==> src/rtl/rbs_pkg.sv <==
package rbs_pkg;
  typedef enum logic [1:0] {
    STEP_IDLE,
    STEP_ADDR,
    STEP_DATA,
    STEP_END
  } step_kind_e;

  typedef enum logic [2:0] {
    TGT_NONE,
    TGT_SP_HI,
    TGT_SP_LO,
    TGT_PC_HI,
    TGT_PC_LO,
    TGT_FETCH
  } tgt_e;

  localparam logic [2:0] FC_SUP_PROG = 3'b110;
  localparam logic [2:0] FC_QUIET    = 3'b000;
  localparam int         READ_COUNT  = 6;
endpackage

==> src/rtl/rbs_rst_sync.sv <==
module rbs_rst_sync (
  input  logic clk,
  input  logic rst_n,
  output logic rst_n_sync
);
  logic s1_q;
  logic s2_q;

  always_ff @(posedge clk or negedge rst_n) begin
    if (!rst_n) begin
      s1_q <= 1'b0;
      s2_q <= 1'b0;
    end else begin
      s1_q <= 1'b1;
      s2_q <= s1_q;
    end
  end

  assign rst_n_sync = s2_q;
endmodule

==> src/rtl/rbs_step_decode.sv <==
module rbs_step_decode
  import rbs_pkg::*;
#(
  parameter int IDLE_N  = 12,
  parameter int IDX_W   = 5,
  parameter int HC_W    = 3,
  parameter int IDLE_HC = 4,
  parameter int ADDR_HC = 1,
  parameter int DATA_HC = 3
) (
  input  logic [IDX_W-1:0] step_idx,
  output step_kind_e       kind,
  output tgt_e             tgt,
  output logic [HC_W-1:0]  last_hc
);
  always_comb begin
    int off;
    int rnum;
    off     = int'(step_idx) - IDLE_N;
    rnum    = off >>> 1;
    kind    = STEP_END;
    tgt     = TGT_NONE;
    last_hc = '0;
    if (off < 0) begin
      kind    = STEP_IDLE;
      last_hc = HC_W'(IDLE_HC - 1);
    end else if (off < 2 * READ_COUNT) begin
      kind    = off[0] ? STEP_DATA : STEP_ADDR;
      last_hc = off[0] ? HC_W'(DATA_HC - 1) : HC_W'(ADDR_HC - 1);
      case (rnum)
        0:       tgt = TGT_SP_HI;
        1:       tgt = TGT_SP_LO;
        2:       tgt = TGT_PC_HI;
        3:       tgt = TGT_PC_LO;
        default: tgt = TGT_FETCH;
      endcase
    end
  end
endmodule

==> src/rtl/reset_bus_seq.sv <==
module reset_bus_seq
  import rbs_pkg::*;
#(
  parameter int ADDR_W  = 24,
  parameter int IDLE_N  = 12,
  parameter int IDLE_HC = 4,
  parameter int ADDR_HC = 1,
  parameter int DATA_HC = 3
) (
  input  logic              clk,
  input  logic              rst_n,
  input  logic              ack_implicit,
  input  logic              xfer_ack,
  input  logic [15:0]       rd_data,
  output logic [ADDR_W-1:0] bus_addr,
  output logic [2:0]        bus_fc,
  output logic              bus_rd,
  output logic              strobe_hi,
  output logic              strobe_lo,
  output logic [31:0]       stack_ptr,
  output logic [31:0]       prog_ctr,
  output logic [15:0]       fetch_q0,
  output logic [15:0]       fetch_q1,
  output logic              seq_done
);
  localparam int N_STEPS = IDLE_N + 2 * READ_COUNT;
  localparam int IDX_W   = $clog2(N_STEPS + 1);
  localparam int HC_W    = $clog2(IDLE_HC + DATA_HC + ADDR_HC + 1);

  logic              rst_n_sync;
  logic [IDX_W-1:0]  step_q, step_d;
  logic [HC_W-1:0]   hc_q, hc_d, last_hc;
  logic [ADDR_W-1:0] ea_q, ea_d;
  logic [31:0]       sp_q, sp_d, pc_q, pc_d;
  logic [15:0]       q0_q, q1_q;
  step_kind_e        kind;
  tgt_e              tgt;
  logic              hold, run, fin;
  logic              step_en, hc_en, ea_en, sp_en, pc_en, q0_en, q1_en;

  rbs_rst_sync u_rst_sync (
    .clk        (clk),
    .rst_n      (rst_n),
    .rst_n_sync (rst_n_sync)
  );

  rbs_step_decode #(
    .IDLE_N (IDLE_N), .IDX_W (IDX_W), .HC_W (HC_W),
    .IDLE_HC(IDLE_HC), .ADDR_HC(ADDR_HC), .DATA_HC(DATA_HC)
  ) u_decode (
    .step_idx (step_q),
    .kind     (kind),
    .tgt      (tgt),
    .last_hc  (last_hc)
  );

  // Next-state and enables
  always_comb begin
    hold    = (kind == STEP_DATA) && !(ack_implicit || xfer_ack);
    run     = (kind != STEP_END) && !hold;
    fin     = run && (hc_q == last_hc);
    step_en = fin;
    step_d  = step_q + IDX_W'(1);
    hc_en   = run;
    hc_d    = fin ? '0 : hc_q + HC_W'(1);
    ea_en   = fin && (kind == STEP_DATA) && (tgt != TGT_FETCH);
    ea_d    = ea_q + ADDR_W'(2);
    sp_en   = fin && (kind == STEP_DATA) && ((tgt == TGT_SP_HI) || (tgt == TGT_SP_LO));
    sp_d    = (tgt == TGT_SP_HI) ? {rd_data, sp_q[15:0]} : {sp_q[31:16], rd_data};
    pc_en   = fin && (kind == STEP_DATA) &&
              ((tgt == TGT_PC_HI) || (tgt == TGT_PC_LO) || (tgt == TGT_FETCH));
    case (tgt)
      TGT_PC_HI: pc_d = {rd_data, pc_q[15:0]};
      TGT_PC_LO: pc_d = {pc_q[31:16], rd_data};
      default:   pc_d = pc_q + 32'd2;
    endcase
    q0_en   = fin && (kind == STEP_ADDR) && (tgt == TGT_FETCH);
    q1_en   = fin && (kind == STEP_DATA) && (tgt == TGT_FETCH);
  end

  // Registers
  always_ff @(posedge clk or negedge rst_n_sync) begin
    if (!rst_n_sync) begin
      step_q <= '0;
      hc_q   <= '0;
    end else begin
      if (step_en) step_q <= step_d;
      if (hc_en)   hc_q   <= hc_d;
    end
  end

  always_ff @(posedge clk or negedge rst_n_sync) begin
    if (!rst_n_sync) begin
      ea_q <= '0;
      sp_q <= '0;
      pc_q <= '0;
      q0_q <= '0;
      q1_q <= '0;
    end else begin
      if (ea_en) ea_q <= ea_d;
      if (sp_en) sp_q <= sp_d;
      if (pc_en) pc_q <= pc_d;
      if (q0_en) q0_q <= q1_q;
      if (q1_en) q1_q <= rd_data;
    end
  end

  // Outputs
  always_comb begin
    bus_rd    = (kind == STEP_ADDR) || (kind == STEP_DATA);
    strobe_hi = (kind == STEP_DATA);
    strobe_lo = (kind == STEP_DATA);
    bus_addr  = (tgt == TGT_FETCH) ? pc_q[ADDR_W-1:0] : ea_q;
    bus_fc    = bus_rd ? FC_SUP_PROG : FC_QUIET;
    seq_done  = (kind == STEP_END);
  end

  assign stack_ptr = sp_q;
  assign prog_ctr  = pc_q;
  assign fetch_q0  = q0_q;
  assign fetch_q1  = q1_q;
endmodule

==> config.mk <==
export PLATFORM = sky130hd
export DESIGN_NAME = reset_bus_seq
export DESIGN_NICKNAME = d
export VERILOG_FILES = /design/src/rtl/rbs_pkg.sv /design/src/rtl/rbs_rst_sync.sv /design/src/rtl/rbs_step_decode.sv /design/src/rtl/reset_bus_seq.sv
export SDC_FILE = /design/constraint.sdc
export NUM_CORES = 1
export LEC_CHECK = 0
export ABC_AREA = 1
export ABC_CLOCK_PERIOD_IN_PS = 4100
export BUFFER_PORTS_ARGS = -buffer_cell sky130_fd_sc_hd__buf_2
export CAP_MARGIN = 20
export CELL_PAD_IN_SITES_DETAIL_PLACEMENT = 1
export CELL_PAD_IN_SITES_GLOBAL_PLACEMENT = 1
export CORE_UTILIZATION = 30
export CTS_CLUSTER_DIAMETER = 60
export DETAILED_ROUTE_END_ITERATION = 6
export PLACE_DENSITY_LB_ADDON = 0.1
export SETUP_SLACK_MARGIN = 0.1
export SLEW_MARGIN = 5
export SYNTH_ARGS = -nofsm -noshare
export SYNTH_HDL_FRONTEND = slang
export SYNTH_SLANG_ARGS = --single-unit
==> constraint.sdc <==
create_clock -name clk -period 4.1 [get_ports clk]
set_clock_uncertainty 0.1 [all_clocks]
set_input_delay 1.025 -clock clk [delete_from_list [all_inputs] [get_ports clk]]
set_output_delay 1.025 -clock clk [all_outputs]
set_load 0.05 [all_outputs]
==> impl_results.md, run 1 <==
- DPL Wire Length: around 20,000 um
- Total track usage: roughly 22%
- Max clock buf depth: 2
- Cells after synthesis: approximately 1,000
- Initial antenna violation count: 0
- Setup Buffers After CTS: 0
- MaxCap Viol Count: 0
- LEAKAGE: between 0.004 and 0.005 uW
- Initial DRC count: 420
- First-pass DRT Iterations: 5
- Syn avg cell area: 7.154 um^2
- Final Hold Viols: 0
- P&R area growth vs syn: 21.05%
- CTS Buf Count: 17
- Sequential cell area fraction in the yosys report: between 40% and 50%
- Mapped cell area: 7418 um^2
- ANT nets after route: 0
- Layout Utilization: between 30% and 40%
- Final Setup Violations: 0
- # fillers: 3,056
- Gpl congestion: between 0.8 and 0.9
- Vias per inst: between 4 and 5
- Starting Density: a little over 30%
- Clock period minus worst slack: about 3.8 ns
- Reg2reg start: step_q[2]
- Chip width: 159.3 um
- Via count: 7,071
- Clock Latency Late Sink: between 0.4 and 0.5 ns
- Grt ovf: 0
- H-tree lvl count: 4
- Core Footprint: approximately 24,000 um^2
- CTS clk-pin slew, worst paths: roughly 0.07 ns
- CTS tree: done
- Die Span Y: about 160 um
- Synth unique cells: 30
- Final wirelength: approximately 27,000 um
- Slew Limit Fails: 0
- PD cells: roughly 830 nW/um^2
- RSZ-0062 raised after global routing: no
- Most frequent cells in the layout: nand2_1, buf_2, dfrtp_1
- Nets: 1,199
- CP Class: flop to primary output
- Root Buffer: clkbuf_16
- Top Ports: roughly 150
- Final period util: between 90% and 100%
- Setup TNS: 0 ns
- Most common library cell in the layout ignoring fill and taps: nand2_1
- Fmax: approximately 260 MHz
- Worst-path fanout max: 36
- DR WL/cell: 18.12 um
- Largest net degree at the start of global routing: slightly above 70
- Critical path origin: step_q[2]
- DRC viols: 0
- Yosys warnings: 0
- First-pass GRT wire length: about 43,000 um
- Clk sink count: 130
- Share of layout cells above drive strength 1: approximately 18%
- Max transition margin: ~57%
- CP endpoint kind: primary output
- Outcome: complete, no violations
- Diode count: 0
- Syn nets: roughly 1,100
- Vias in the first global route: around 7,000
- Critical Path Source Type: flop
- Yosys reg bits: between 100 and 150
- Worst hold path type: flop to asynchronous set/reset pin
- Max IR drop VDD: ~0.00081 V
- I/O Buffers: 145
- Worst EP arrival: around 2.7 ns
- Worst-Margin Slew: between 0.6 and 0.7 ns
- Row count: 57
- Die footprint: ~25,000 um^2
- Req. time, crit path: 2.97 ns
[area by class of cell]
type	count	area [um^2]	area share [%]
clock buffers	18	439.2	4.891
clock inverters	12	135.1	1.505
inverters	102	382.9	4.264
multi-input cells	766	3542	39.45
flip-flops and latches	130	3257	36.27
well taps	324	405.4	4.514
repair buffers	153	818.3	9.112
[power breakdown]
part / internal (uW) / switching, uW
clock: 905 / 617
combinational: 846 / 3000
sequential: 1670 / 451
[state kept, by name, summed over array words and instances (netlist names)]
| signal | cells |
|---|---|
| hc_q | 4 |
| u_rst_sync.s1_q | 1 |
| ea_q | 23 |
| fetch_q0 | 16 |
| step_q | 5 |
| u_rst_sync.rst_n_sync | 1 |
| prog_ctr | 32 |
| fetch_q1 | 16 |
| stack_ptr | 32 |
[path summary, 6_finish.rpt]
| kind | endpoint | slack, ns | cells after the start |
|---|---|---|---|
| max | bus_addr[21] | 0.28 | 9 |
| min | prog_ctr[19] | 0.13 | 0 |
| max reg2reg | fetch_q0[13] | 0.63 | 15 |
| min reg2reg | prog_ctr[19] | 0.13 | 0 |
| max in group asynchronous | fetch_q1[14] | 2.80 | 2 |
| min in group clk | u_rst_sync.rst_n_sync | 0.26 | 0 |
[repair_timing]
item / CTS / global route
resized for setup: 0 / 1
setup endpoints to repair: 0 / 1
hold buffers: 0 / 0
[cell families after synthesis]
| family | Yosys count | synth area share, % |
|---|---|---|
| buffers and inverters | 141 | 8.433 |
| AND/OR/NAND/NOR | 596 | 34.10 |
| AO/OA/AOI/OAI | 134 | 9.040 |
| flip-flops | 130 | 43.85 |
| XOR/XNOR | 25 | 2.952 |
| other | 2 | 0.1012 |
| adder cells (fa/ha/maj) | 9 | 1.518 |
[Yosys cell counts, drive strengths merged]
cell / n / share of area, %
a21oi: 1 / 0.067
buf: 30 / 2.8
clkbuf: 9 / 0.46
conb: 2 / 0.10
dfrtp: 130 / 44
ha: 9 / 1.5
inv: 102 / 5.2
nand2: 412 / 21
nand3: 68 / 5.2
nand3b: 11 / 1.1
nand4: 9 / 0.93
nor2: 83 / 4.7
nor3: 12 / 0.81
o21ai: 133 / 9.0
or2: 1 / 0.084
xnor2: 6 / 0.71
xor2: 19 / 2.2
[routing by layer]
| layer | GRT usage [%] | routed length (um) | up-vias |
|---|---|---|---|
| li1 | - | - | 3539 |
| met1 | 30.84 | 13370 | 3395 |
| met2 | 35.94 | 12580 | 113 |
| met3 | 3.881 | 920 | 24 |
| met4 | 5.857 | 405 | 0 |
| met5 | 0 | 0 | - |
[per-stage QoR]
stage | total power, uW | hold slack [ns] | std cells | cell area [um^2] | worst slack [ns]
floorplan | 5009 | 0.2312 | 1037 | 7418 | 0.1099
global route | 7951 | 0.1508 | 1505 | 8980 | 0.1482
global placement | 5957 | 0.2349 | 1474 | 8378 | 0.7702
detailed placement | 6009 | 0.2555 | 1474 | 8378 | 0.6559
finish | 7483 | 0.1264 | 1505 | 8980 | 0.2831
CTS | 7569 | 0.2655 | 1504 | 8952 | 0.2154
[critical path, cell delays in order (launching register included)]
cell and delay, ns:
dfrtp_1 0.44, inv_1 0.16, ha_1 0.24, inv_1 0.08, nand3_1 0.14, nor2_4 0.20
nand2_2 0.10, buf_4 0.25, o21ai_0 0.31, buf_2 0.33
Power figures use the tool's default switching activity.
==> run 2, diff against run 1 <==
ABC_CLOCK_PERIOD_IN_PS = default   (was 4100)
CORE_ASPECT_RATIO = 0.75   (was default)
==> impl_results.md, run 2 (synthesis gave the netlist of run 1 again) <==
- Total track usage: 22.56% (+0.26 points)
- FF-to-FF End: fetch_q0[9]
- Max transition margin: 37.08% (-20 points)
- Slew Limit Fails: 0 (unchanged)
- Core Footprint: 24,090 um^2 (-0.93%)
- P&R area growth vs syn: 20.75%
- Diode count: 0 (unchanged)
- Clock period minus worst slack: 3.735 ns (-0.08149 ns)
- Clock Latency Late Sink: 0.44 ns (about the same)
- LEAKAGE: 0.004602 uW (-0.29%)
- Worst-Margin Slew: 0.9437 ns (+0.2987 ns)
- Reg2reg start: step_q[2]
- Worst hold path type: flop to flop
- Critical path origin: step_q[2]
- H-tree lvl count: 4 (unchanged)
- Post-Place Cells: 1,481 (+0.47%)
- Die Span Y: 138.2 um (-13%)
- Worst R2R Setup Slack: 0.60 ns (-0.03 ns)
- PD cells: 835.0 nW/um^2 (+0.21%)
- Starting Density: 30.79% (+0.29 points)
- Worst EP arrival: 2.61 ns (-0.08 ns)
- Vias in the first global route: 6,926 (-2.3%)
- Share of layout cells above drive strength 1: 17.78% (-0.085 points)
- I/O Buffers: 145 (unchanged)
- ANT nets after route: 0 (unchanged)
- Grt ovf: 0 (unchanged)
- Vias per inst: 4.718 (+0.42%)
- Setup Buffers After CTS: 0 (unchanged)
- Row count: 49 (-14%)
- Critical Path Source Type: flop
- Most frequent cells in the layout: nand2_1, buf_2, dfrtp_1
- MaxCap Viol Count: 0 (unchanged)
- Via count: 7,134 (+0.89%)
- Setup TNS: 0 ns (unchanged)
- First-pass GRT wire length: 42,530 um (about the same)
- Post_cts resized: 0 (unchanged)
- Worst-path fanout max: 6 (-83%)
- Fmax: 267.7 MHz (+2.2%)
- CTS tree: done
- CTS clk-pin slew, worst paths: 0.06 ns (about the same)
- Final wirelength: 27,600 um (+1.2%)
- Gpl congestion: 0.8467 (+2.2%)
- Clk sink count: 130 (unchanged)
- Final Hold Viols: 0 (unchanged)
- Outcome: complete, no violations
- Chip width: 183.6 um (+15%)
- CP endpoint kind: primary output
- Largest net degree at the start of global routing: 68 (-5.6%)
- DPL Wire Length: 20,680 um (+2.3%)
- Max IR drop VDD: 0.0008841 V (+8.8%)
- Top Ports: 147 (unchanged)
- Final Setup Violations: 0 (unchanged)
- Root Buffer: clkbuf_16
- RSZ-0062 raised after global routing: no
- Non-Filler Instances: 1,512 (+0.47%)
- Most common library cell in the layout ignoring fill and taps: nand2_1
- Initial DRC count: 452 (+7.6%)
- # fillers: 3,080 (+0.79%)
- DR WL/cell: 18.25 um (+0.71%)
- Nets: 1,198 (-0.083%)
- Initial antenna violation count: 0 (unchanged)
- Sequential cell area: 3257 um^2 (unchanged)
- Max clock buf depth: 2 (unchanged)
- CTS Buf Count: 17 (unchanged)
- First-pass DRT Iterations: 5 (unchanged)
- DRC viols: 0 (unchanged)
- R2R cell count: 14 (-1)
- Critical Path Sink: bus_fc[2]
- Req. time, crit path: 2.97 ns (about the same)
- Cts hold-fix bufs: 0 (unchanged)
- CP Class: flop to primary output
- Final period util: 91.11% (-2.0 points)
- Die footprint: 25,370 um^2 (about the same)
- Area of the multi-input gates: 3542 um^2 (unchanged)
==> run 2: worst max-delay path, stage by stage (launching register included) <==
cell and delay, ns:
dfrtp_1 0.44, inv_1 0.16, ha_1 0.23, inv_1 0.07, nand3_1 0.14, o21ai_0 0.36, inv_1 0.13, ha_1 0.31
inv_1 0.08, buf_2 0.26
==> run 2: routing by layer <==
metal	track usage [%]	part of all wire (%)	up-vias
met5	0	0	-
met4	5.395	0.90	0
met3	3.398	4.0	20
met2	33.17	43	137
met1	34.35	52	3439
li1	-	-	3538
==> run 2: cell type report <==
type / instances / share of cell area [%]
Clock buffer: 21 / 5.252
Clock inverter: 10 / 1.117
Inverter: 102 / 4.274
Multi-Input combinational cell: 766 / 39.54
Sequential cell: 130 / 36.36
Tap cell: 331 / 4.624
Timing Repair Buffer: 152 / 8.828
==> run 2: where the power goes <==
group | internal (uW) | switching (uW)
Sequential | 1670 | 484
Combinational | 843 | 2970
Clock | 885 | 636
==> run 2: how the worst min path moves through the flow <==
| stage | from | to | slack [ns] | cells after the start |
|---|---|---|---|---|
| finish | u_rst_sync.s1_q | u_rst_sync.rst_n_sync | 0.25 | 0 |
| global route | rst_n | u_rst_sync.rst_n_sync | 0.25 | 1 |
| CTS | rst_n | u_rst_sync.rst_n_sync | 0.24 | 1 |
| detailed placement | u_rst_sync.s1_q | u_rst_sync.rst_n_sync | 0.24 | 0 |
| global placement | u_rst_sync.s1_q | u_rst_sync.rst_n_sync | 0.24 | 0 |
| floorplan | u_rst_sync.s1_q | u_rst_sync.rst_n_sync | 0.23 | 0 |
==> run 2: metrics by stage <==
stage	hold slack, ns	total power, uW	setup slack, ns	util (%)	cell area, um^2
finish	0.2493	7480	0.3646	37.18	8957
global route	0.2463	7930	0.2175	37.18	8957
CTS	0.2445	7563	0.3459	37.18	8957
detailed placement	0.2389	6007	0.7155	34.81	8387
global placement	0.2365	5961	0.9270	34.81	8387
floorplan	0.2312	5009	0.1099	-	7418
